## config.mk

```make
export PLATFORM = sky130hd
export DESIGN_NAME = clksyn_serial_regs
export DESIGN_NICKNAME = d
export VERILOG_FILES = /design/src/rtl/clksyn_pkg.sv /design/src/rtl/clksyn_sync.sv /design/src/rtl/clksyn_rx.sv /design/src/rtl/clksyn_regs.sv /design/src/rtl/clksyn_vsel.sv /design/src/rtl/clksyn_serial_regs.sv
export SDC_FILE = /design/constraint.sdc
export NUM_CORES = 1
export LEC_CHECK = 0
export ABC_AREA = 1
export BUFFER_PORTS_ARGS = -buffer_cell sky130_fd_sc_hd__buf_2
export CORE_MARGIN = 4
export CORE_UTILIZATION = 29
export CTS_CLUSTER_SIZE = 28
export DETAILED_ROUTE_END_ITERATION = 10
export GPL_TIMING_DRIVEN = 1
export HOLD_SLACK_MARGIN = 0.12
export MAX_ROUTING_LAYER = met4
export SKIP_LAST_GASP = 1
export SLEW_MARGIN = 15
export SYNTH_ARGS = -nofsm -noshare
export SYNTH_HDL_FRONTEND = slang
export SYNTH_SLANG_ARGS = --single-unit
```

## constraint.sdc

```tcl
create_clock -name clk -period 3 [get_ports clk]
set_clock_uncertainty 0.1 [all_clocks]
set_input_delay 0.6 -clock clk [delete_from_list [all_inputs] [get_ports clk]]
set_output_delay 0.6 -clock clk [all_outputs]
set_load 0.05 [all_outputs]
```

## src/rtl/clksyn_pkg.sv

```systemverilog
package clksyn_pkg;
  localparam int WORD_W = 24;
  localparam int ADDR_W = 3;
  localparam int DATA_W = WORD_W - ADDR_W;
  localparam int NREG   = 6;
  localparam int IDX_LSB = 17;
  localparam int IDX_W   = 4;
  localparam logic [IDX_W-1:0] PDN_RST_CODE = 4'd8;
  localparam logic [IDX_W-1:0] IDX_OFF  = 4'd14;
  localparam logic [IDX_W-1:0] IDX_MCLK = 4'd15;

  typedef enum logic [2:0] {
    VS_REG0 = 3'd0, VS_REG1 = 3'd1, VS_REG2 = 3'd2,
    VS_FEAT = 3'd3, VS_OFF  = 3'd4, VS_MCLK = 3'd5
  } vsrc_e;

  // register addresses 5 and 7 are unused
  function automatic logic addr_ok(input logic [ADDR_W-1:0] a);
    return (a != 3'd5) && (a != 3'd7);
  endfunction

  // slot number in the bank to its register address
  function automatic logic [ADDR_W-1:0] slot_addr(input int slot);
    return (slot == NREG - 1) ? 3'd6 : ADDR_W'(slot);
  endfunction

  function automatic logic [DATA_W-1:0] pll_word(input int idx, input int p,
                                                 input int q, input int m);
    logic [DATA_W-1:0] w;
    w = '0;
    w[6:0]   = 7'(q - 2);
    w[9:7]   = 3'(m);
    w[16:10] = 7'(p - 3);
    w[20:17] = 4'(idx);
    return w;
  endfunction

  // which: 0..2 video registers, 3 memory register
  function automatic logic [DATA_W-1:0] preset(input logic [1:0] boot, input int which);
    logic [DATA_W-1:0] fa, fb, fc, fd, fe, ff, r;
    fa = pll_word(12, 88, 25, 2);
    fb = pll_word(12, 87, 22, 2);
    fc = pll_word(8, 95, 34, 1);
    fd = pll_word(12, 88, 25, 1);
    fe = pll_word(5, 59, 26, 1);
    ff = pll_word(12, 87, 22, 1);
    case (which)
      0:       r = boot[1] ? fc : fa;
      1, 2:    r = (boot == 2'd3) ? fd : fb;
      default: begin
        case (boot)
          2'd0:    r = fe;
          2'd1:    r = fc;
          2'd2:    r = fd;
          default: r = ff;
        endcase
      end
    endcase
    return r;
  endfunction

  function automatic logic [5:0] pdn_div(input logic [IDX_W-1:0] code);
    return (code == '0) ? 6'd0 : 6'(34 - 2 * int'(code));
  endfunction

  function automatic vsrc_e pick_source(input logic [1:0] sel, input logic intclk,
                                        input logic [IDX_W-1:0] i0,
                                        input logic [IDX_W-1:0] i1,
                                        input logic [IDX_W-1:0] i2);
    vsrc_e s;
    logic [IDX_W-1:0] idx;
    case (sel)
      2'b00:   s = VS_REG0;
      2'b01:   s = VS_REG1;
      2'b11:   s = VS_REG2;
      default: s = intclk ? VS_REG2 : VS_FEAT;
    endcase
    idx = (s == VS_REG0) ? i0 : ((s == VS_REG1) ? i1 : i2);
    if (s != VS_FEAT) begin
      if (idx == IDX_OFF)       s = VS_OFF;
      else if (idx == IDX_MCLK) s = VS_MCLK;
    end
    return s;
  endfunction
endpackage

```

## src/rtl/clksyn_sync.sv

```systemverilog
module clksyn_sync #(
  parameter int N      = 3,
  parameter int STAGES = 2
) (
  input  logic         clk,
  input  logic         rst_n,
  input  logic [N-1:0] d_async,
  output logic [N-1:0] d_sync
);
  logic [N-1:0] stage_q [STAGES];

  always_ff @(posedge clk) begin
    if (!rst_n) begin
      for (int s = 0; s < STAGES; s++) stage_q[s] <= '0;
    end else begin
      stage_q[0] <= d_async;
      for (int s = 1; s < STAGES; s++) stage_q[s] <= stage_q[s-1];
    end
  end

  assign d_sync = stage_q[STAGES-1];
endmodule

```

## src/rtl/clksyn_rx.sv

```systemverilog
module clksyn_rx
  import clksyn_pkg::*;
#(
  parameter int PRE_MIN = 5
) (
  input  logic              clk,
  input  logic              rst_n,
  input  logic              sclk,
  input  logic              sdat,
  output logic              rise_ev,
  output logic              fall_ev,
  output logic              commit,
  output logic [WORD_W-1:0] word,
  output logic              err_n
);
  localparam int PC_W  = $clog2(PRE_MIN + 1);
  localparam int CNT_W = $clog2(WORD_W + 2);
  localparam logic [PC_W-1:0]  PRE_TOP  = PC_W'(PRE_MIN);
  localparam logic [PC_W-1:0]  PRE_LAST = PC_W'(PRE_MIN - 1);
  localparam logic [CNT_W-1:0] NB_FULL  = CNT_W'(WORD_W);
  localparam logic [CNT_W-1:0] NB_SAT   = CNT_W'(WORD_W + 1);

  typedef enum logic [2:0] {ST_HUNT, ST_STA_F, ST_STA_R, ST_BIT_F, ST_BIT_R} st_e;

  st_e              st, st_n;
  logic             sclk_q, inv_q;
  logic [PC_W-1:0]  pre_cnt;
  logic [CNT_W-1:0] nbits;
  logic [WORD_W-1:0] shreg;
  logic             fail, done, shift;

  assign rise_ev = sclk & ~sclk_q;
  assign fall_ev = ~sclk & sclk_q;
  assign word    = shreg;

  always_comb begin
    st_n  = st;
    fail  = 1'b0;
    done  = 1'b0;
    shift = 1'b0;
    case (st)
      ST_HUNT:  if (rise_ev && !sdat && pre_cnt == PRE_TOP) st_n = ST_STA_F;
      ST_STA_F: if (fall_ev) begin
                  if (sdat) fail = 1'b1;
                  else      st_n = ST_STA_R;
                end
      ST_STA_R: if (rise_ev) begin
                  if (sdat) fail = 1'b1;
                  else      st_n = ST_BIT_F;
                end
      ST_BIT_F: if (fall_ev) st_n = ST_BIT_R;
      ST_BIT_R: if (rise_ev) begin
                  if (inv_q && sdat) begin
                    if (nbits == NB_FULL && addr_ok(shreg[WORD_W-1 -: ADDR_W])) done = 1'b1;
                    else fail = 1'b1;
                  end else if (sdat != inv_q) begin
                    shift = 1'b1;
                    st_n  = ST_BIT_F;
                  end else begin
                    fail = 1'b1;
                  end
                end
      default:  st_n = ST_HUNT;
    endcase
    if (fail || done) st_n = ST_HUNT;
  end

  always_ff @(posedge clk) begin
    if (!rst_n) begin
      st      <= ST_HUNT;
      sclk_q  <= 1'b0;
      inv_q   <= 1'b0;
      pre_cnt <= '0;
      nbits   <= '0;
      shreg   <= '0;
      commit  <= 1'b0;
      err_n   <= 1'b1;
    end else begin
      st     <= st_n;
      sclk_q <= sclk;
      commit <= done;
      if (st == ST_HUNT && rise_ev)
        pre_cnt <= !sdat ? '0 : ((pre_cnt == PRE_TOP) ? PRE_TOP : pre_cnt + 1'b1);
      else if (st != ST_HUNT)
        pre_cnt <= '0;
      if (st == ST_BIT_F && fall_ev) inv_q <= sdat;
      if (st != ST_BIT_F && st != ST_BIT_R) nbits <= '0;
      else if (shift && nbits != NB_SAT)    nbits <= nbits + 1'b1;
      if (shift) shreg <= {sdat, shreg[WORD_W-1:1]};
      if (fail)
        err_n <= 1'b0;
      else if (st == ST_HUNT && rise_ev && sdat && pre_cnt >= PRE_LAST)
        err_n <= 1'b1;
    end
  end
endmodule

```

## src/rtl/clksyn_regs.sv

```systemverilog
module clksyn_regs
  import clksyn_pkg::*;
(
  input  logic              clk,
  input  logic              rst_n,
  input  logic [1:0]        boot,
  input  logic              wr_en,
  input  logic [WORD_W-1:0] wr_word,
  output logic [DATA_W-1:0] bank [NREG]
);
  logic [ADDR_W-1:0] wr_addr;
  assign wr_addr = wr_word[WORD_W-1 -: ADDR_W];

  for (genvar g = 0; g < NREG; g++) begin : g_slot
    localparam logic [ADDR_W-1:0] MY_ADDR = slot_addr(g);
    logic [DATA_W-1:0] rst_val;
    if (g < 4) begin : g_freq
      assign rst_val = preset(boot, (g == 3) ? 3 : g);
    end else if (g == 4) begin : g_pdn
      assign rst_val = DATA_W'(PDN_RST_CODE) << IDX_LSB;
    end else begin : g_ctl
      assign rst_val = '0;
    end

    always_ff @(posedge clk) begin
      if (!rst_n)                        bank[g] <= rst_val;
      else if (wr_en && wr_addr == MY_ADDR) bank[g] <= wr_word[DATA_W-1:0];
    end
  end
endmodule

```

## src/rtl/clksyn_vsel.sv

```systemverilog
module clksyn_vsel
  import clksyn_pkg::*;
(
  input  logic             clk,
  input  logic             rst_n,
  input  logic [1:0]       sel,
  input  logic             intclk,
  input  logic [IDX_W-1:0] idx0,
  input  logic [IDX_W-1:0] idx1,
  input  logic [IDX_W-1:0] idx2,
  output logic [2:0]       src_code
);
  vsrc_e src_q;

  always_ff @(posedge clk) begin
    if (!rst_n) src_q <= VS_REG0;
    else        src_q <= pick_source(sel, intclk, idx0, idx1, idx2);
  end

  assign src_code = src_q;
endmodule

```

## src/rtl/clksyn_serial_regs.sv

```systemverilog
module clksyn_serial_regs
  import clksyn_pkg::*;
#(
  parameter int PRE_MIN     = 5,
  parameter int SYNC_STAGES = 2
) (
  input  logic              clk,
  input  logic              rst_n,
  input  logic              ser_clk_sel0,
  input  logic              ser_dat_sel1,
  input  logic              boot_a,
  input  logic              boot_b,
  input  logic              int_clk_sel,
  output logic [DATA_W-1:0] vid0_word,
  output logic [DATA_W-1:0] vid1_word,
  output logic [DATA_W-1:0] vid2_word,
  output logic [DATA_W-1:0] mem_word,
  output logic [DATA_W-1:0] pdn_word,
  output logic [DATA_W-1:0] ctl_word,
  output logic [5:0]        pdn_divisor,
  output logic [2:0]        vsrc,
  output logic              err_n
);
  logic [2:0]        line_s;
  logic              rx_rise, rx_fall, wr_commit;
  logic [WORD_W-1:0] wr_word;
  logic [DATA_W-1:0] bank [NREG];

  clksyn_sync #(.N(3), .STAGES(SYNC_STAGES)) u_sync (
    .clk     (clk),
    .rst_n   (rst_n),
    .d_async ({int_clk_sel, ser_dat_sel1, ser_clk_sel0}),
    .d_sync  (line_s)
  );

  clksyn_rx #(.PRE_MIN(PRE_MIN)) u_rx (
    .clk     (clk),
    .rst_n   (rst_n),
    .sclk    (line_s[0]),
    .sdat    (line_s[1]),
    .rise_ev (rx_rise),
    .fall_ev (rx_fall),
    .commit  (wr_commit),
    .word    (wr_word),
    .err_n   (err_n)
  );

  clksyn_regs u_regs (
    .clk     (clk),
    .rst_n   (rst_n),
    .boot    ({boot_a, boot_b}),
    .wr_en   (wr_commit),
    .wr_word (wr_word),
    .bank    (bank)
  );

  clksyn_vsel u_vsel (
    .clk      (clk),
    .rst_n    (rst_n),
    .sel      (line_s[1:0]),
    .intclk   (line_s[2]),
    .idx0     (bank[0][IDX_LSB +: IDX_W]),
    .idx1     (bank[1][IDX_LSB +: IDX_W]),
    .idx2     (bank[2][IDX_LSB +: IDX_W]),
    .src_code (vsrc)
  );

  assign vid0_word   = bank[0];
  assign vid1_word   = bank[1];
  assign vid2_word   = bank[2];
  assign mem_word    = bank[3];
  assign pdn_word    = bank[4];
  assign ctl_word    = bank[5];
  assign pdn_divisor = pdn_div(bank[4][IDX_LSB +: IDX_W]);
endmodule

```

==> Yosys cells after proc, flatten, opt, wreduce, memory -nomap -nowiden <==
Memories as Yosys holds them, arrays and structs flattened.
Index checks and enable logic that the tools add are counted.
{ "totals": {"register_bits": 168, "mem_bits_rw": 6, "inputBits": 7, "out_inout_bits": 136, "elab_cells": 153, "n_memories": 1} }
{ "mem_list": {"columns": ["name", "depth", "word_bits", "rd", "rd_clocked_by_memory_dff", "wr", "line_no", "rtl"], "rows": [
  ["u_sync.stage_q", 2, 3, 2, 0, 2, "clksyn_sync.sv:10", "logic [N-1:0] stage_q [STAGES];"]
]} }
{ "classes": {"add_sub_neg": 3, "magnitude_cmp": 1, "eq_ne": 39, "n_mux": 56, "n_bitwise": 7, "reduce_logical": 31} }
{ "ops": {"columns": ["cell", "count"], "rows": [
  ["$mux 21", 8],
  ["$pmux 21 s3", 1],
  ["$mux 3", 19],
  ["$mux 1", 20],
  ["$mux 20", 1],
  ["$ne 2x1->1 const B", 10],
  ["$logic_and 1x1->1", 17],
  ["$pmux 3 s5", 1],
  ["$eq 3x2->1 const B", 4],
  ["$eq 3x3->1 const B", 4],
  ["$mux 11", 1],
  ["$eq 3x1->1 const B", 3],
  ["$logic_not 3->1", 3],
  ["$ne 3x3->1 const B", 3],
  ["$pmux 3 s3", 1],
  ["$reduce_and 9->1", 1],
  ["$eq 4x4->1 const B", 2],
  ["$mux 4", 2],
  ["$eq 2x2->1 const B", 3],
  ["$mux 6", 1],
  ["$ne 2x2->1 const B", 3],
  ["$ne 3x2->1 const B", 2],
  ["$sub 6x5->6 const A", 1],
  ["$add 5x1->5 const B", 1],
  ["other kinds (17)", 25]
]} }

==> Logic depth before layout (Yosys ltp) <==
Gate-level depths: netlist of the first run.
An unclocked memory read counts as a cell.
{ "logic_depth": {"depth_word": 11, "ltp_mapped": 11, "mapped_depth_nobuf": 11} }

==> By module <==
From an unflattened synthesis of the first run, not the netlist that was laid out.
{ "hier_totals": {"hier_cells": 756, "hier_area_um2": 6906.6} }
{ "modules_own_cells": {"columns": ["mod", "instances", "cells_each", "area_per_inst_um2", "seq_area_each_um2"], "rows": [
  ["clksyn_regs", 1, 428, 4626.9, 3363.2],
  ["clksyn_rx", 1, 248, 1769.2, 780.7],
  ["clksyn_vsel", 1, 40, 235.2, 60.1],
  ["clksyn_sync", 1, 21, 187.7, 120.1],
  ["clksyn_serial_regs", 1, 19, 87.6, 0.0]
]} }

==> Worst setup path before layout of the first run <==
OpenSTA, ideal clock, no wires.
{ "synth_path": {"kind": "reg2reg", "from": "register u_rx.shreg[21], in the netlist u_rx.word[21]", "to": "register u_regs.bank[100] (netlist bit) (enable)", "setup_time_ns": 0.432, "t_arrival_ns": 2.098, "required_ns": 2.468, "slack_ns": 0.370, "path_stages_with_launch": 3, "n_path_buf": 0, "cell_sequence": "dfxtp_1 > inv_1 > o31ai_1"} }
{ "synth_between": {"elab_chain_len": 3} }
{ "synth_lines": {"columns": ["item", "line_no", "rtl"], "rows": [
  ["start, declared", "clksyn_rx.sv:29", "logic [WORD_W-1:0] shreg;"],
  ["start signal, assigned", "clksyn_rx.sv:89", "if (shift) shreg <= {sdat, shreg[WORD_W-1:1]};"],
  ["$eq 3x1->1", "clksyn_regs.sv:27", "else if (wr_en && wr_addr == MY_ADDR) bank[g] <= wr_word[DATA_W-1:0];"],
  ["$logic_and 1x1->1", "clksyn_regs.sv:27", null],
  ["$ne 2x1->1 (no source line)", null, null],
  ["end signal, assigned by index", "clksyn_regs.sv:26", "if (!rst_n) bank[g] <= rst_val;"],
  ["end signal, assigned by index", "clksyn_regs.sv:27", null],
  ["end, declared", "clksyn_regs.sv:9", "output logic [DATA_W-1:0] bank [NREG]"]
]} }
No other way between the ends.
A chain may end at the register's enable or synchronous reset.

==> Worst setup path after layout of the first run <==
{ "layout_path": {"from": "register u_regs.bank[39] (netlist bit)", "to": "output pdn_divisor[4]"} }
{ "layout_between": {"elab_chain_len": 2} }
{ "layout_lines": {"columns": ["item", "line_no", "rtl"], "rows": [
  ["$sub 6x5->6 or $logic_not 4->1 (tied branches)", "clksyn_pkg.sv:63", "return (code == '0) ? 6'd0 : 6'(34 - 2 * int'(code));"],
  ["$mux 6 (*)", "clksyn_pkg.sv:63", null],
  ["end, declared", "clksyn_serial_regs.sv:20", "output logic [5:0] pdn_divisor,"]
]} }
Mark *: on every way between the ends. The rest lies on a longest branch, timed or not.

==> flow_results.xml, run 1 <==
<?xml version="1.0" encoding="UTF-8"?>
<metrics>
  <group name="outcome">
    <metric name="status" unit="">complete, no violations</metric>
  </group>
  <group name="logic_synthesis">
    <metric name="biggest_area_consumer_among_synthesized_cells" unit="">edfxtp_1</metric>
    <metric name="muxShareOfSynthArea" unit="">0</metric>
    <metric name="mappedNetlistNets" unit="">654</metric>
    <metric name="synth_sequential_area_ratio" unit="">0.6734</metric>
    <metric name="synth_adder_area_share" unit="">0.009743</metric>
    <metric name="synth_top_cells_by_area" unit="">edfxtp_1 (39%), dfxtp_1 (28%), nand2_1 (6.5%)</metric>
    <metric name="async_reset_ff_frac" unit="">0</metric>
    <metric name="synth_warnings" unit="">0</metric>
    <metric name="netlist_instances" unit="">642</metric>
    <metric name="ys_ff_latch" unit="">174</metric>
    <metric name="ys_top_cells_by_count" unit="">nand2_1 (112), nor2_1 (110), dfxtp_1 (90), edfxtp_1 (84), o21ai_0 (60)</metric>
    <metric name="post_synthesis_share_of_cell_area_spent_on_and_or_nand_and_nor_gates" unit="">0.1643</metric>
    <metric name="synth_enable_flop_cells" unit="">84</metric>
    <metric name="synth.most_common_cell" unit="">nand2_1</metric>
    <metric name="synth_top_family_by_area" unit="">simple AND/OR/NAND/NOR gates</metric>
    <metric name="synth.avg_cell_area" unit="µm²">10.00</metric>
    <metric name="compound_gate_portion_of_the_synthesized_area" unit="">0.09119</metric>
    <metric name="post_synth_num_cell_types" unit="">34</metric>
    <metric name="yosysTopAreaCellShare" unit="">0.3928</metric>
    <metric name="synth_top_flop_cell" unit="">dfxtp_1</metric>
    <metric name="synth_xor_area_frac" unit="">0.004092</metric>
    <metric name="netlist_area" unit="µm²">6421</metric>
  </group>
  <group name="pwr">
    <metric name="pwr_density_cell" unit="nW/µm²">654.3</metric>
    <metric name="ir_worst_vdd" unit="µV">328.6</metric>
    <metric name="p_leak" unit="nW">3.804</metric>
  </group>
  <group name="clocking">
    <metric name="clock_path_buffers" unit="">2</metric>
    <metric name="clock_latency" unit="ns">0.44</metric>
    <metric name="postCtsSetupRepairBufs" unit="">0</metric>
    <metric name="holdBufCountCts" unit="">0</metric>
    <metric name="number_of_clock_buffers_inserted_by_tritoncts" unit="">17</metric>
    <metric name="htree_num_levels" unit="">4</metric>
    <metric name="root_buffer" unit="">clkbuf_16</metric>
    <metric name="post_cts_resize_count" unit="">0</metric>
    <metric name="tritoncts_clock_tree" unit="">yes</metric>
    <metric name="numClockSinks" unit="">174</metric>
    <metric name="cts.reportedPaths.clkPinSlew" unit="ns">0.07</metric>
  </group>
  <group name="floorplan">
    <metric name="core" unit="µm²">21820</metric>
    <metric name="die_width" unit="µm">156.8</metric>
    <metric name="ioPinCount" unit="">143</metric>
    <metric name="floorplan.initialDensity" unit="">0.2942</metric>
    <metric name="dieArea" unit="µm²">24590</metric>
    <metric name="num_rows" unit="">54</metric>
    <metric name="dieHeight" unit="µm">156.8</metric>
  </group>
  <group name="worst_setup_path">
    <metric name="reg2reg_setup_slack" unit="ns">1.00</metric>
    <metric name="critPathBufInv" unit="">3</metric>
    <metric name="timing_worst_setup_path_type" unit="">flop to output pin</metric>
    <metric name="required" unit="ns">2.30</metric>
    <metric name="critical_path.endpoint_type" unit="">output pin</metric>
    <metric name="crit_path_cell_trace" unit="">inv_1 &gt; ha_1 &gt; xnor2_1 &gt; o21ai_0 &gt; inv_1 &gt; buf_2</metric>
    <metric name="worst-r2r-cell-count" unit="">4</metric>
    <metric name="critPathMostFrequentCell" unit="">inv_1</metric>
    <metric name="crit_path_largest_cell_delay" unit="ns">0.40</metric>
    <metric name="critical_path.reg2reg.endpoint" unit="">u_regs.bank[121]</metric>
    <metric name="regToRegStartpoint" unit="">u_rx.word[23]</metric>
    <metric name="critical_path_arrival" unit="ns">1.64</metric>
    <metric name="slowest_stage_cell_crit_path" unit="">dfxtp_1</metric>
    <metric name="worstPathMaxFanout" unit="">5</metric>
    <metric name="critical_path.startpoint_type" unit="">flop</metric>
    <metric name="cpLargestDelayFamily" unit="">flip-flops</metric>
  </group>
  <group name="final_layout">
    <metric name="layout-area-overhead-vs-synth" unit="%">25.43</metric>
    <metric name="finalNetCount" unit="">799</metric>
    <metric name="antenna_cells_inserted" unit="">0</metric>
    <metric name="fillCellCount" unit="">2186</metric>
    <metric name="area.sequential" unit="µm²">4324</metric>
    <metric name="drive_above_1_share" unit="">0.2475</metric>
    <metric name="multi_input_logic_area" unit="µm²">1768</metric>
  </group>
  <group name="routing">
    <metric name="via_per_inst" unit="">4.505</metric>
    <metric name="drtIter0Drc" unit="">339</metric>
    <metric name="finalWirelength" unit="µm">17080</metric>
    <metric name="first_pass_iters" unit="">6</metric>
    <metric name="drc" unit="">0</metric>
    <metric name="ant_nets" unit="">0</metric>
    <metric name="route.vias.total" unit="">4865</metric>
    <metric name="routed_wire_length_per_instance" unit="µm">15.81</metric>
  </group>
  <group name="placement">
    <metric name="placement.setup.worst_slack" unit="ns">0.6067</metric>
    <metric name="buffer_ports.inserted" unit="">141</metric>
    <metric name="place.gp.congestion" unit="">0.8061</metric>
    <metric name="dp_hpwl" unit="µm">12210</metric>
  </group>
  <group name="timing">
    <metric name="report.final.hold_viol_count" unit="">0</metric>
    <metric name="timing_worst_slew_pin_value" unit="ns">0.7500</metric>
    <metric name="report.final.setup_viol" unit="">0</metric>
    <metric name="worst_case_headroom_to_the_max_slew_limit" unit="">0.4999</metric>
    <metric name="final-max-slew-violation-count" unit="">0</metric>
    <metric name="final_cycle_share" unit="">0.7794</metric>
    <metric name="layout_min_cycle_time" unit="ns">2.338</metric>
    <metric name="setup_repair_after_global_routing_missed_its_margin" unit="">false</metric>
    <metric name="fmax" unit="GHz">0.4277</metric>
    <metric name="sum_of_negative_setup_slack" unit="ns">0</metric>
    <metric name="whs" unit="ns">0.2452</metric>
    <metric name="fin_ws" unit="ns">0.6619</metric>
  </group>
  <group name="worst_hold_path">
    <metric name="hold-path-endpoint" unit="">u_sync.stage_q[0][2]</metric>
    <metric name="holdPathStages" unit="">3</metric>
    <metric name="hold_class" unit="">input port to flop</metric>
    <metric name="min_from" unit="">int_clk_sel</metric>
  </group>
  <group name="global_route">
    <metric name="grt_first_pass_wirelength" unit="µm">25790</metric>
    <metric name="grt.met3_usage" unit="">0.03153</metric>
    <metric name="global_route.usage.met2" unit="">0.1915</metric>
    <metric name="grt_met1_use" unit="">0.2096</metric>
    <metric name="grt_pass1_vias" unit="">4573</metric>
    <metric name="antenna_found_initial" unit="">0</metric>
    <metric name="globalRouteTotalUtil" unit="">0.1426</metric>
    <metric name="global_route.peak_usage_layer" unit="">met1</metric>
    <metric name="globalRoute.totalOverflow" unit="">0</metric>
    <metric name="largest_net_degree_at_the_start_of_global_routing" unit="">63</metric>
  </group>
  <group name="job">
    <metric name="maxCapViolCount" unit="">0</metric>
  </group>
</metrics>
per-layer routing:
metal / vias to the layer above / wire, µm
met2: 167 / 7136
li1: 2405 / -
met5: - / 0
met1: 2278 / 8604
met3: 15 / 1039
met4: 0 / 295
sequential cells by signal, summed over array words and instances (netlist names):
register,cells
u_regs.bank,126
u_rx.commit,1
u_rx.err_n,1
u_rx.inv_q,1
u_rx.nbits,5
u_rx.pre_cnt,3
u_rx.sclk_q,1
u_rx.st,3
u_rx.word,24
u_sync.stage_q,6
u_vsel.src_code,3
worst reg2reg max path, stage by stage, from the launching register on:
cell and delay [ns]:
dfxtp_1 0.33, inv_1 0.07, nand2_1 0.18, o21ai_2 0.67
buf_4 0.35
logic make-up (layout without fill, tap and decap cells):
kind of cell             count (synthesis)  in the layout
AND/OR/NAND/NOR                        258            258
adder cells (fa/ha/maj)                  5              5
XOR/XNOR                                 3              3
buffers and inverters                   89            247
AO/OA/AOI/OAI                          112            112
other                                    1              1
flip-flops                             174            174
final cells by class:
| type | count | area share |
|---|---|---|
| flip-flops and latches | 174 | 0.5369 |
| multi-input cells | 379 | 0.2195 |
| repair buffers | 149 | 0.09601 |
| clock buffers | 17 | 0.05282 |
| well taps | 280 | 0.04350 |
| inverters | 66 | 0.03138 |
| clock inverters | 15 | 0.01989 |
cell usage in the layout, fill, tap and decap left out, drive strengths merged, types with 5 or more instances in the layout:
cell type,count
a22oi,5
ha,5
nand3,22
inv,74
buf,149
dfxtp,90
nor2,114
clkbuf,17
nand2,114
edfxtp,84
clkinv,6
a21oi,40
o21ai,62
metrics by stage:
stage	area, µm²	util	instances	power, mW
3_3_place_gp	7453	0.3415	1047	3.122
5_1_grt	8054	0.3691	1080	5.445
6_report	8054	0.3691	1080	5.270
2_1_floorplan	6421	-	642	3.007
4_1_cts	8039	0.3684	1079	5.305
3_5_place_dp	7453	0.3415	1047	3.126
where the power goes:
group	internal (mW)	switching, mW
Combinational	0.0956	0.383
Clock	1.12	1.08
Sequential	2.56	0.0297
how the worst max path moves through the flow:
stage	start	end	slack, ns	cells past startpoint
detailed placement	rst_n	u_regs.bank[47]	0.61	4
global placement	rst_n	u_regs.bank[47]	0.73	4
global route	u_regs.bank[39]	pdn_divisor[4]	0.55	6
CTS	u_regs.bank[39]	pdn_divisor[4]	0.64	6
floorplan	u_rx.word[21]	u_regs.bank[100]	0.37	2
finish	u_regs.bank[39]	pdn_divisor[4]	0.66	6
No activity file was read; power rests on OpenSTA's default activity.
==> run 2, diff against run 1 <==
Clock period 3 ns to 2.11 ns, I/O delays scaled along.
==> run 2 against run 1 <==
Compared with the run above: worst hold slack better by 0.054 ns; sequential cell count did not move; die area stayed put; cell count increased by 0.56%; critical path type unchanged.
==> flow_results.xml, run 2 (synthesis results as in run 1) <==
<?xml version="1.0" encoding="UTF-8"?>
<metrics>
  <group name="outcome">
    <metric name="status" unit="">complete, no violations</metric>
  </group>
  <group name="floorplan">
    <metric name="floorplan.initialDensity" unit="">0.2942</metric>
    <metric name="dieHeight" unit="µm">156.8</metric>
    <metric name="die_width" unit="µm">156.8</metric>
    <metric name="num_rows" unit="">54</metric>
    <metric name="core" unit="µm²">21820</metric>
    <metric name="dieArea" unit="µm²">24590</metric>
    <metric name="ioPinCount" unit="">143</metric>
  </group>
  <group name="worst_setup_path">
    <metric name="regToRegStartpoint" unit="">u_rx.word[21]</metric>
    <metric name="critical_path_arrival" unit="ns">1.48</metric>
    <metric name="critical_path.startpoint_type" unit="">flop</metric>
    <metric name="worstPathMaxFanout" unit="">4</metric>
    <metric name="required" unit="ns">1.59</metric>
    <metric name="critical_path.endpoint_type" unit="">output pin</metric>
    <metric name="reg2reg_setup_slack" unit="ns">0.16</metric>
    <metric name="worst-r2r-cell-count" unit="">2</metric>
    <metric name="crit_start" unit="">u_regs.bank[41]</metric>
    <metric name="critical_path.reg2reg.endpoint" unit="">u_regs.bank[96]</metric>
    <metric name="timing_worst_setup_path_type" unit="">flop to output pin</metric>
  </group>
  <group name="placement">
    <metric name="place.gp.congestion" unit="">0.8149</metric>
    <metric name="placement.cell_area" unit="µm²">7488</metric>
    <metric name="placement.setup.worst_slack" unit="ns">0.08742</metric>
    <metric name="buffer_ports.inserted" unit="">141</metric>
    <metric name="dp_hpwl" unit="µm">12040</metric>
  </group>
  <group name="timing">
    <metric name="layout_min_cycle_time" unit="ns">2.003</metric>
    <metric name="fmax" unit="GHz">0.4993</metric>
    <metric name="final-max-slew-violation-count" unit="">0</metric>
    <metric name="report.final.hold_viol_count" unit="">0</metric>
    <metric name="sum_of_negative_setup_slack" unit="ns">0</metric>
    <metric name="worst_case_headroom_to_the_max_slew_limit" unit="">0.2670</metric>
    <metric name="whs" unit="ns">0.2989</metric>
    <metric name="fin_ws" unit="ns">0.1074</metric>
    <metric name="final_cycle_share" unit="">0.9491</metric>
    <metric name="report.final.setup_viol" unit="">0</metric>
    <metric name="timing_worst_slew_pin_value" unit="ns">1.100</metric>
  </group>
  <group name="clocking">
    <metric name="htree_num_levels" unit="">4</metric>
    <metric name="root_buffer" unit="">clkbuf_16</metric>
    <metric name="numClockSinks" unit="">174</metric>
    <metric name="clock_latency" unit="ns">0.42</metric>
    <metric name="tritoncts_clock_tree" unit="">yes</metric>
    <metric name="number_of_clock_buffers_inserted_by_tritoncts" unit="">17</metric>
    <metric name="cts.reportedPaths.clkPinSlew" unit="ns">0.07</metric>
    <metric name="clock_path_buffers" unit="">2</metric>
  </group>
  <group name="final_layout">
    <metric name="final_cell_area" unit="µm²">8140</metric>
    <metric name="largest_register_ff_count" unit="">126</metric>
    <metric name="layout.cells.most_common_list" unit="">buf_2 (140), nand2_1 (112), nor2_1 (110), dfxtp_1 (88), edfxtp_1 (84)</metric>
    <metric name="layout-area-overhead-vs-synth" unit="%">26.77</metric>
    <metric name="most_common_cell_after_layout_fill_and_taps_aside" unit="">buf_2</metric>
    <metric name="drive_above_1_share" unit="">0.2519</metric>
    <metric name="antenna_cells_inserted" unit="">0</metric>
    <metric name="largest_register" unit="">u_regs.bank</metric>
    <metric name="finalNetCount" unit="">805</metric>
  </group>
  <group name="routing">
    <metric name="via_per_inst" unit="">4.413</metric>
    <metric name="route.vias.total" unit="">4792</metric>
    <metric name="ant_nets" unit="">0</metric>
    <metric name="drc" unit="">0</metric>
    <metric name="finalWirelength" unit="µm">16430</metric>
    <metric name="routed_wire_length_per_instance" unit="µm">15.13</metric>
    <metric name="first_pass_iters" unit="">5</metric>
    <metric name="drtIter0Drc" unit="">306</metric>
  </group>
  <group name="worst_hold_path">
    <metric name="min_from" unit="">boot_a</metric>
    <metric name="holdPathStages" unit="">3</metric>
    <metric name="hold_class" unit="">input port to flop</metric>
    <metric name="hold-path-endpoint" unit="">u_regs.bank[44]</metric>
  </group>
  <group name="pwr">
    <metric name="p_leak" unit="nW">3.836</metric>
    <metric name="post-layout-total-power" unit="mW">7.550</metric>
    <metric name="pwr_density_cell" unit="nW/µm²">927.5</metric>
    <metric name="ir_worst_vdd" unit="µV">499.0</metric>
  </group>
  <group name="global_route">
    <metric name="globalRouteTotalUtil" unit="">0.1384</metric>
    <metric name="antenna_found_initial" unit="">0</metric>
    <metric name="largest_net_degree_at_the_start_of_global_routing" unit="">43</metric>
    <metric name="globalRoute.totalOverflow" unit="">0</metric>
    <metric name="grt_first_pass_wirelength" unit="µm">25430</metric>
    <metric name="grt_pass1_vias" unit="">4585</metric>
  </group>
  <group name="job">
    <metric name="maxCapViolCount" unit="">0</metric>
  </group>
</metrics>
==> run 2: cell types whose count changed in the layout (fill, tap and decap cells not counted), sizes merged <==
cell         change
clkinv           -1
bufinv           +2
inv              -3
clkinvlp         +2
buf              +3
dlygate4sd3      +3
==> run 2: worst max-delay path: stages (launching register included) <==
cell and delay (ns):
dfxtp_1 0.36, nor3_1 0.26, inv_1 0.08, nor2_1 0.09, buf_2 0.27
==> run 2: worst max-delay path by stage <==
stage / to / slack, ns / cells past startpoint
2_1_floorplan: u_regs.bank[100] / -0.52 / 2
3_3_place_gp: u_regs.bank[89] / 0.15 / 2
3_5_place_dp: u_regs.bank[91] / 0.09 / 2
4_1_cts: pdn_divisor[4] / 0.06 / 6
5_1_grt: pdn_divisor[4] / -0.002 / 6
6_report: pdn_divisor[5] / 0.11 / 4
==> run 2: area by class of cell <==
type                    count  area [µm²]
flip-flops and latches    174        4329
multi-input cells         379        1770
clock buffers              17       425.4
well taps                 280       350.3
inverters                  66       252.7
repair buffers            155       837.1
fillers                  2149       13680
clock inverters            15       175.2
==> run 2: repair_timing <==
item | 4_1_cts | 5_1_grt
pin swaps | 0 | 1
buffers inserted | 0 | 1
resized for setup | 2 | 5
hold endpoints to repair | 3 | 0
setup endpoints to repair | 1 | 1
hold buffers | 3 | 0
==> run 2: power breakdown <==
part	total, mW	leakage [nW]	internal, mW	switching (mW)
clock	3.18	0.285	1.78	1.39
combinational	0.682	1.98	0.141	0.541
sequential	3.69	1.57	3.64	0.0484
total	7.55	3.84	5.57	1.98
==> run 2: metrics by stage <==
step	utilization	std cells
after floorplan	-	642
after CTS	0.3722	1085
after detailed placement	0.3431	1050
after global routing	0.3730	1086
after global placement	0.3431	1050
final	0.3730	1086
==> run 2: metal layers <==
layer / up-vias / routed length (µm) / GRT usage
met5: - / 0 / -
met4: 0 / 147 / 0.03471
met3: 10 / 1165 / 0.03512
met2: 149 / 6938 / 0.1903
met1: 2211 / 8181 / 0.2031
li1: 2422 / - / -
